`src/rtl/zmute_pkg.sv`:
```
package zmute_pkg;
  typedef enum logic {
    PERIOD_SHORT = 1'b0,
    PERIOD_LONG  = 1'b1
  } period_e;

  localparam int unsigned N_CH = 2;
endpackage

```
`src/rtl/zmute_run_counter.sv`:
```
module zmute_run_counter #(
  parameter int unsigned SAMPLE_W  = 18,
  parameter int unsigned SHORT_RUN = 2500,
  parameter int unsigned LONG_RUN  = 12500
) (
  input  logic                clk_i,
  input  logic                rst_ni,
  input  logic                sample_stb_i,
  input  zmute_pkg::period_e  period_i,
  input  logic [SAMPLE_W-1:0] sample_i,
  output logic                run_done_o
);
  localparam int unsigned CNT_W = $clog2(LONG_RUN + 1);
  localparam logic [CNT_W-1:0] SHORT_C = CNT_W'(SHORT_RUN);
  localparam logic [CNT_W-1:0] LONG_C  = CNT_W'(LONG_RUN);

  logic [CNT_W-1:0] run_q;
  logic [CNT_W-1:0] limit;
  logic             is_zero;

  assign limit   = (period_i == zmute_pkg::PERIOD_LONG) ? LONG_C : SHORT_C;
  assign is_zero = (sample_i == '0);

  always_ff @(posedge clk_i or negedge rst_ni) begin
    if (!rst_ni) begin
      run_q <= '0;
    end else if (sample_stb_i) begin
      if (!is_zero)           run_q <= '0;
      else if (run_q < limit) run_q <= run_q + 1'b1;
    end
  end

  // >= so a shrinking period still reports a saturated run
  assign run_done_o = (run_q >= limit);

  AST_RUN_HOLD: assert property (@(posedge clk_i) disable iff (!rst_ni)
    !sample_stb_i |=> $stable(run_q));
  AST_RUN_STEP: assert property (@(posedge clk_i) disable iff (!rst_ni)
    (sample_stb_i && is_zero && run_q < limit) |=> (run_q == $past(run_q) + 1'b1));
  AST_RUN_CLEAR: assert property (@(posedge clk_i) disable iff (!rst_ni)
    (sample_stb_i && !is_zero) |=> (run_q == '0));
  AST_RUN_SAT: assert property (@(posedge clk_i) disable iff (!rst_ni)
    (sample_stb_i && is_zero && run_q >= limit) |=> $stable(run_q));
  AST_RUN_BOUND: assert property (@(posedge clk_i) disable iff (!rst_ni)
    run_q <= LONG_C);
endmodule

```
`src/rtl/zmute_gate.sv`:
```
module zmute_gate #(
  parameter int unsigned SAMPLE_W = 18
) (
  input  logic                clk_i,
  input  logic                rst_ni,
  input  logic                mute_i,
  input  logic                run_done_i,
  input  logic [SAMPLE_W-1:0] sample_i,
  output logic [SAMPLE_W-1:0] sample_o,
  output logic                flag_no
);
  logic zero_hit;
  logic muted;

  // a nonzero word releases at once, before the counter sees a strobe
  assign zero_hit = run_done_i && (sample_i == '0);
  assign muted    = mute_i || zero_hit;
  assign sample_o = (rst_ni && !muted) ? sample_i : '0;
  assign flag_no  = !rst_ni || !muted;

  AST_MUTE_GATE: assert property (@(posedge clk_i) disable iff (!rst_ni)
    mute_i |-> (sample_o == '0 && !flag_no));
  AST_PASS_THRU: assert property (@(posedge clk_i) disable iff (!rst_ni)
    (!mute_i && sample_i != '0) |-> (sample_o == sample_i && flag_no));
endmodule

```
`src/rtl/zmute_det.sv`:
```
module zmute_det #(
  parameter int unsigned SAMPLE_W  = 18,
  parameter int unsigned SHORT_RUN = 2500,
  parameter int unsigned LONG_RUN  = 12500
) (
  input  logic                clk_i,
  input  logic                rst_ni,
  input  logic                sample_stb_i,
  input  logic                period_sel_i,
  input  logic                mute_i,
  input  logic [SAMPLE_W-1:0] sample_l_i,
  input  logic [SAMPLE_W-1:0] sample_r_i,
  output logic [SAMPLE_W-1:0] sample_l_o,
  output logic [SAMPLE_W-1:0] sample_r_o,
  output logic                mute_l_no,
  output logic                mute_r_no
);
  import zmute_pkg::*;

  logic [N_CH-1:0][SAMPLE_W-1:0] smp_in;
  logic [N_CH-1:0][SAMPLE_W-1:0] smp_out;
  logic [N_CH-1:0]               run_done;
  logic [N_CH-1:0]               flag_n;
  period_e                       period;

  assign period    = period_e'(period_sel_i);
  assign smp_in[0] = sample_l_i;
  assign smp_in[1] = sample_r_i;

  for (genvar ch = 0; ch < N_CH; ch++) begin : g_ch
    zmute_run_counter #(
      .SAMPLE_W (SAMPLE_W),
      .SHORT_RUN(SHORT_RUN),
      .LONG_RUN (LONG_RUN)
    ) u_cnt (
      .clk_i       (clk_i),
      .rst_ni      (rst_ni),
      .sample_stb_i(sample_stb_i),
      .period_i    (period),
      .sample_i    (smp_in[ch]),
      .run_done_o  (run_done[ch])
    );

    zmute_gate #(
      .SAMPLE_W(SAMPLE_W)
    ) u_gate (
      .clk_i     (clk_i),
      .rst_ni    (rst_ni),
      .mute_i    (mute_i),
      .run_done_i(run_done[ch]),
      .sample_i  (smp_in[ch]),
      .sample_o  (smp_out[ch]),
      .flag_no   (flag_n[ch])
    );
  end

  assign sample_l_o = smp_out[0];
  assign sample_r_o = smp_out[1];
  assign mute_l_no  = flag_n[0];
  assign mute_r_no  = flag_n[1];

  AST_CH_ISOLATE: assert property (@(posedge clk_i) disable iff (!rst_ni)
    (!mute_i && sample_r_i != '0) |-> mute_r_no);
endmodule

```
`config.mk`:
```
export PLATFORM = sky130hd
export DESIGN_NAME = zmute_det
export DESIGN_NICKNAME = d
export VERILOG_FILES = /design/src/rtl/zmute_pkg.sv /design/src/rtl/zmute_run_counter.sv /design/src/rtl/zmute_gate.sv /design/src/rtl/zmute_det.sv
export SDC_FILE = /design/constraint.sdc
export NUM_CORES = 1
export LEC_CHECK = 0
export ABC_AREA = 0
export ABC_CLOCK_PERIOD_IN_PS = 2200
export BUFFER_PORTS_ARGS = -buffer_cell sky130_fd_sc_hd__buf_4
export CORE_ASPECT_RATIO = 1.75
export CORE_UTILIZATION = 46
export CTS_CLUSTER_DIAMETER = 60
export DETAILED_ROUTE_END_ITERATION = 7
export GPL_ROUTABILITY_DRIVEN = 1
export GPL_TIMING_DRIVEN = 0
export PLACE_DENSITY = 0.86
export SYNTH_ARGS = -nofsm -noshare
export SYNTH_HDL_FRONTEND = slang
export SYNTH_SLANG_ARGS = --single-unit
export TNS_END_PERCENT = 100
```
`constraint.sdc`:
```
create_clock -name clk_i -period 2.2 [get_ports clk_i]
set_clock_uncertainty 0.15 [all_clocks]
set_input_delay 0.33 -clock clk_i [delete_from_list [all_inputs] [get_ports clk_i]]
set_output_delay 0.33 -clock clk_i [all_outputs]
set_load 0.01 [all_outputs]
```
==> flow_summary.ini, run 1 <==
[timing]
tightest_slew_ns = 0.695
hold-worst-slack_ns = 0.265
maxSlewHeadroom = 0.533
fin_crit_sh = 1.15
final.setup.worst_slack_ns = -0.320
setup_viol = 15
final.min_clock_period_ns = 2.52
hold_viol_final = 0
slew_viol_final = 0
fin_tns_setup_ns = -2.26
fmax_mhz = 397
grt_setup_unrepaired = true

[drt]
ant_nets = 0
vias = 2932
wl_per_cell_um = 20.5
drc = 0
vias_per_cell = 6.43
drt_iter0_drc = 161
routed_wl_mm = 9.36
dr.pass1.iters = 4

[synthesis]
syn_avg_cell_area_um2 = 8.13
synth_flop_cell = dfrtp_1
synth_edf_count = 0
yosysUniqueCellTypes = 52
synth_area_leader_cell = dfrtp_1
yosysSeqAreaShare = 0.301
ys_ff_latch = 28
syn_nets = 341
yosysWarnings = 0
async_reset_ff_frac = 1.00
synth_top_area_frac = 0.301
synthesis.area_um2 = 2320
synthTopCellsByArea = dfrtp_1 30%, and2_1 10%, ha_1 7.5%
synthCells = 286

[placement]
placed_area_um2 = 2980
place_ws_ns = -0.509
dp_cells = 416
port-buffer-count = 78
gp_congestion = 0.946
dp_hpwl_mm = 5.32

[grt]
grt_pass1_wl_mm = 12.7
grt_overflow = 0
first_global_vias = 2698
grt_start_max_net_pins = 29
track_usage = 0.305
antenna_found_initial = 0

[cts]
clockBufferDepth = 2
cts.sinks = 28
cts-root-buf = clkbuf_8
cts-htree-levels = 1
cts.clk_slew.worst_paths_ns = 0.10
cts_tree = done
cts_made_buffers = 3
clk_latency_ns = 0.29

[floorplanning]
start_util = 0.485
die_height_um = 96.0
placeableCoreArea_um2 = 4790
rows = 33
die_area_um2 = 5350
die_x_um = 55.7
io_pins = 79

[cells_and_area]
reg.largest.list = g_ch.u_cnt.run_q: 28 flops
diodes = 0
largest_reg_flops = 28
layout.cells.non_filler = 456
area.growth.synth_to_final_pct = 62.2
regMostFlops = g_ch.u_cnt.run_q
layout-drive-gt1-share = 0.406
fin_nets = 460
post-route-cell-area_um2 = 3770

[worst_setup_path]
worst-path-max-fanout = 2
worstSetupEndpointType = output port
path_class = flip-flop to output port
arrival_ns = 2.04
crit_required_ns = 1.72
cp-start-kind = flip-flop

[pwr]
p_per_area_nw_per_um2 = 295
leakage_uw = 0.00165
max-vdd-ir-drop_uv = 325

[job]
drv_cap = 0

[outcome]
violations = setup timing
outcome = complete, but fails checks

[hold_path]
hold_class = primary input to flip-flop
cells in the mapped netlist, types with 2 or more instances:
library cell  number
o211ai_1           9
clkbuf_1           9
a21o_1             6
and2_1            37
a21oi_1            4
o21ai_1            3
o31ai_1            2
ha_1              14
nor3_1            10
o21ai_0           11
nor4_1            13
o311ai_1           2
nand3_1           25
a31oi_1            2
nand4b_1           6
nor2_1            14
o311ai_0           2
a22o_1             2
dfrtp_1           28
a32o_1             2
nand3b_1           2
or4_1              4
nand2_1           27
and4b_1            2
and4_1             2
o21a_1             4
nor2b_1            2
inv_1             12
and3_1             3
nand4_1            5
per-layer routing:
metal  vias up  global-route usage  routed length, um  part of all wire
li1       1310                   -                  -                 -
met1      1405               0.324               3270              0.35
met2       175               0.582               5140              0.55
met3        42              0.0269                493             0.053
met4         0               0.177                454             0.049
met5         -                   0                  0                 0
cell families (layout without fill, tap and decap cells):
family,Yosys count,in the layout,synth area share
adders and majority gates,14,14,0.0754
and+or+nand+nor,160,160,0.389
DFF,28,28,0.301
muxes,1,1,0.00431
AOI/OAI and AO/OA,60,60,0.189
buffers and inverters,23,141,0.0409
stage by stage:
stage,utilization,power (uW)
5_1_grt,0.787,1140
6_report,0.787,1110
3_5_place_dp,0.622,725
4_1_cts,0.735,1080
2_1_floorplan,-,593
3_3_place_gp,0.622,721
cells in the final DEF, fill, tap and decap left out, types with 3 or more instances in the layout:
cell	n
and2_1	37
nor3_4	3
o21a_1	4
nor4_4	3
ha_1	5
o211ai_1	9
o21ai_1	6
nor2_1	10
inv_1	11
o21ai_0	4
nand3_1	24
nor3_2	3
nand4_1	5
nor3_1	5
buf_6	9
ha_4	9
o21ai_2	3
nor4_1	9
and3_1	3
or4_1	4
a21o_1	6
clkbuf_8	4
dfrtp_1	28
nand2_1	27
buf_4	102
nand4b_1	6
clkbuf_1	8
buf_12	3
power breakdown:
part           switching (uW)  internal [uW]
combinational             117            131
clock                     187            161
sequential            0.00551            514
total                     304            807
critical path, stage by stage (launching register included):
cell and delay, ns:
dfrtp_1 0.43, ha_4 0.28, nand4b_1 0.23, a221oi_4 0.33, nor2_4 0.08, nor3_2 0.15
o21ai_1 0.10, buf_4 0.15
path summary, 6_finish.rpt:
path,endpoint,cells past startpoint,slack (ns),start
max reg2reg,g_ch[0].u_cnt.run_q[10]$_DFFE_PN0P_,8,-0.26,g_ch[0].u_cnt.run_q[11]$_DFFE_PN0P_
max in group asynchronous,g_ch[1].u_cnt.run_q[1]$_DFFE_PN0P_,3,1.28,rst_ni
min in group asynchronous,g_ch[0].u_cnt.run_q[9]$_DFFE_PN0P_,3,0.45,rst_ni
min,g_ch[0].u_cnt.run_q[3]$_DFFE_PN0P_,3,0.26,sample_stb_i
max,mute_l_no,7,-0.32,g_ch[0].u_cnt.run_q[12]$_DFFE_PN0P_
min reg2reg,g_ch[1].u_cnt.run_q[1]$_DFFE_PN0P_,1,0.42,g_ch[1].u_cnt.run_q[1]$_DFFE_PN0P_
cell type report:
cell class	count	area, um^2
multi-input cells	235	1910
fillers	285	1020
repair buffers	115	937
flip-flops and latches	28	701
well taps	52	65.1
clock buffers	4	55.1
plain buffers	10	50.0
inverters	12	48.8
repair_timing:
action / 4_1_cts / 5_1_grt
pin swaps: 23 / 32
hold buffers: 2 / 0
endpoints found under the hold margin: 28 / 0
buffers inserted: 23 / 15
cloned: 0 / 0
gates resized for setup: 43 / 37
setup endpoints to repair: 49 / 24
(Power assumes the default switching activity.)
==> run 2, diff against run 1 <==
Settings changed: CORE_ASPECT_RATIO 1.75 to 0.5, CORE_UTILIZATION 46 to 40, PLACE_DENSITY 0.86 to 0.77.
==> run 2 against run 1 <==
First-iteration DRC count grew 64%; via count shrank 1.6%; the run still ends with setup timing left; fmax shrank 0.25%.
==> flow_summary.ini, run 2 (synthesized netlist as in run 1, its figures left out) <==
[outcome]
outcome = complete, but fails checks
violations = setup timing

[cts]
clk_latency_ns = 0.27
cts-htree-levels = 1
cts_tree = done
cts.sinks = 28
cts_made_buffers = 3
cts-root-buf = clkbuf_16
clockBufferDepth = 2
cts.clk_slew.worst_paths_ns = 0.08

[floorplanning]
die_height_um = 55.9
die_area_um2 = 6140
start_util = 0.420
die_x_um = 110
rows = 19
io_pins = 79
placeableCoreArea_um2 = 5540

[cells_and_area]
largest_reg_flops = 28
area.growth.synth_to_final_pct = 61.7
layout-drive-gt1-share = 0.385
fill_cells = 407
fin_nets = 451
diodes = 0
regMostFlops = g_ch.u_cnt.run_q
final_common_cell = buf_4
post-route-util = 0.679
regArea_um2 = 703
post-route-cell-area_um2 = 3760
final_cell_mix = 94 x buf_4, 37 x and2_1, 26 x nand2_1, 26 x dfrtp_1, 24 x nand3_1
reg.largest.list = g_ch.u_cnt.run_q: 28 flops
multi_input_area_um2 = 1870

[worst_setup_path]
slowest_stage = dfrtp_1
crit_required_ns = 1.72
crit_buf_inv = 1
max_stage_delay_ns = 0.44
arrival_ns = 2.05
worst-path-max-fanout = 2
worstSetupEndpointType = output port
cp_top_family = compound AO/OA/AOI/OAI gates
cp-start-kind = flip-flop
path_class = flip-flop to output port
path_cells = ha_4, nand4b_1, a221oi_4, nor2_4, nor3_2, o21ai_1, buf_4

[pwr]
max-vdd-ir-drop_uv = 298
p_per_area_nw_per_um2 = 350
leakage_uw = 0.00163
total_power_uw = 1320

[grt]
track_usage = 0.298
grt_overflow = 0
grt_pass1_wl_mm = 14.2
antenna_found_initial = 0
first_global_vias = 2746
grt_start_max_net_pins = 29

[timing]
final.setup.worst_slack_ns = -0.326
setup_viol = 17
maxSlewHeadroom = 0.430
fin_crit_sh = 1.15
tightest_slew_ns = 0.848
slew_viol_final = 0
fmax_mhz = 396
final.min_clock_period_ns = 2.53
hold_viol_final = 0
grt_setup_unrepaired = true
hold-worst-slack_ns = 0.262

[drt]
drc = 0
dr.pass1.iters = 5
vias = 2885
vias_per_cell = 6.16
drt_iter0_drc = 264
routed_wl_mm = 9.34
ant_nets = 0
wl_per_cell_um = 20.0

[placement]
placed_area_um2 = 3000
gp_congestion = 0.882
port-buffer-count = 78
dp_hpwl_mm = 5.41
place_ws_ns = -0.479

[job]
drv_cap = 0

[hold_path]
hold_class = primary input to flip-flop
-- run 2: cell types whose count changed in the layout (fill, tap and decap cells not counted), moves of 3 or more --
cell and delta:
buf_4 -8, clkbuf_8 -4, buf_6 -3, clkbuf_16 +3, nor3_1 +3, o21ai_1 +3
-- run 2: area by class of cell --
| class | count | area share |
|---|---|---|
| multi-input cells | 235 | 0.497 |
| plain buffers | 10 | 0.0136 |
| flip-flops and latches | 28 | 0.187 |
| repair buffers | 106 | 0.237 |
| well taps | 73 | 0.0243 |
| clock inverters | 1 | 0.00799 |
| inverters | 12 | 0.0130 |
| clock buffers | 3 | 0.0200 |
-- run 2: report_power, final --
part	leakage [uW]	switching, uW	internal, uW
Clock	0.0000511	196	363
Sequential	0.000388	0.00537	514
Combinational	0.00119	116	128
-- run 2: path summary, 6_finish.rpt --
kind	start	endpoint	slack [ns]	cells past startpoint
setup / recovery	g_ch[0].u_cnt.run_q[11]$_DFFE_PN0P_	mute_l_no	-0.33	7
hold / removal	sample_stb_i	g_ch[0].u_cnt.run_q[3]$_DFFE_PN0P_	0.26	3
setup reg to reg	g_ch[0].u_cnt.run_q[11]$_DFFE_PN0P_	g_ch[0].u_cnt.run_q[0]$_DFFE_PN0P_	-0.21	9
hold reg to reg	g_ch[1].u_cnt.run_q[1]$_DFFE_PN0P_	g_ch[1].u_cnt.run_q[1]$_DFFE_PN0P_	0.43	1
max in group asynchronous	rst_ni	g_ch[1].u_cnt.run_q[8]$_DFFE_PN0P_	1.23	3
min in group asynchronous	rst_ni	g_ch[0].u_cnt.run_q[6]$_DFFE_PN0P_	0.49	3
-- run 2: through the flow --
stage,TNS (ns),cells
after floorplan,-0.382,286
after global placement,-5.65,437
after detailed placement,-9.19,437
after CTS,-0.465,458
after global routing,-3.00,468
final,-2.08,468
-- run 2: per-layer routing --
metal  wire [um]  global-route usage  vias up
li1            -                   -     1297
met1        3690               0.381     1401
met2        4740               0.496      145
met3         591              0.0621       42
met4         326               0.109        0
met5           0                   0        -
-- run 2: timing repair --
action	in CTS	in global routing
buffers inserted	15	12
cloned	1	0
endpoints found under the setup margin	50	24
hold endpoints to repair	28	0
pin swaps	28	33
gates resized for setup	48	24
hold buffers	2	0
-- run 2: worst register-to-register path: stages (launching register included) --
cell and delay [ns]:
dfrtp_1 0.44, ha_4 0.29, nand4b_1 0.23, a221oi_4 0.38
buf_4 0.20, or2_4 0.15, buf_8 0.14, buf_6 0.10
a21oi_2 0.06, o21ai_1 0.18
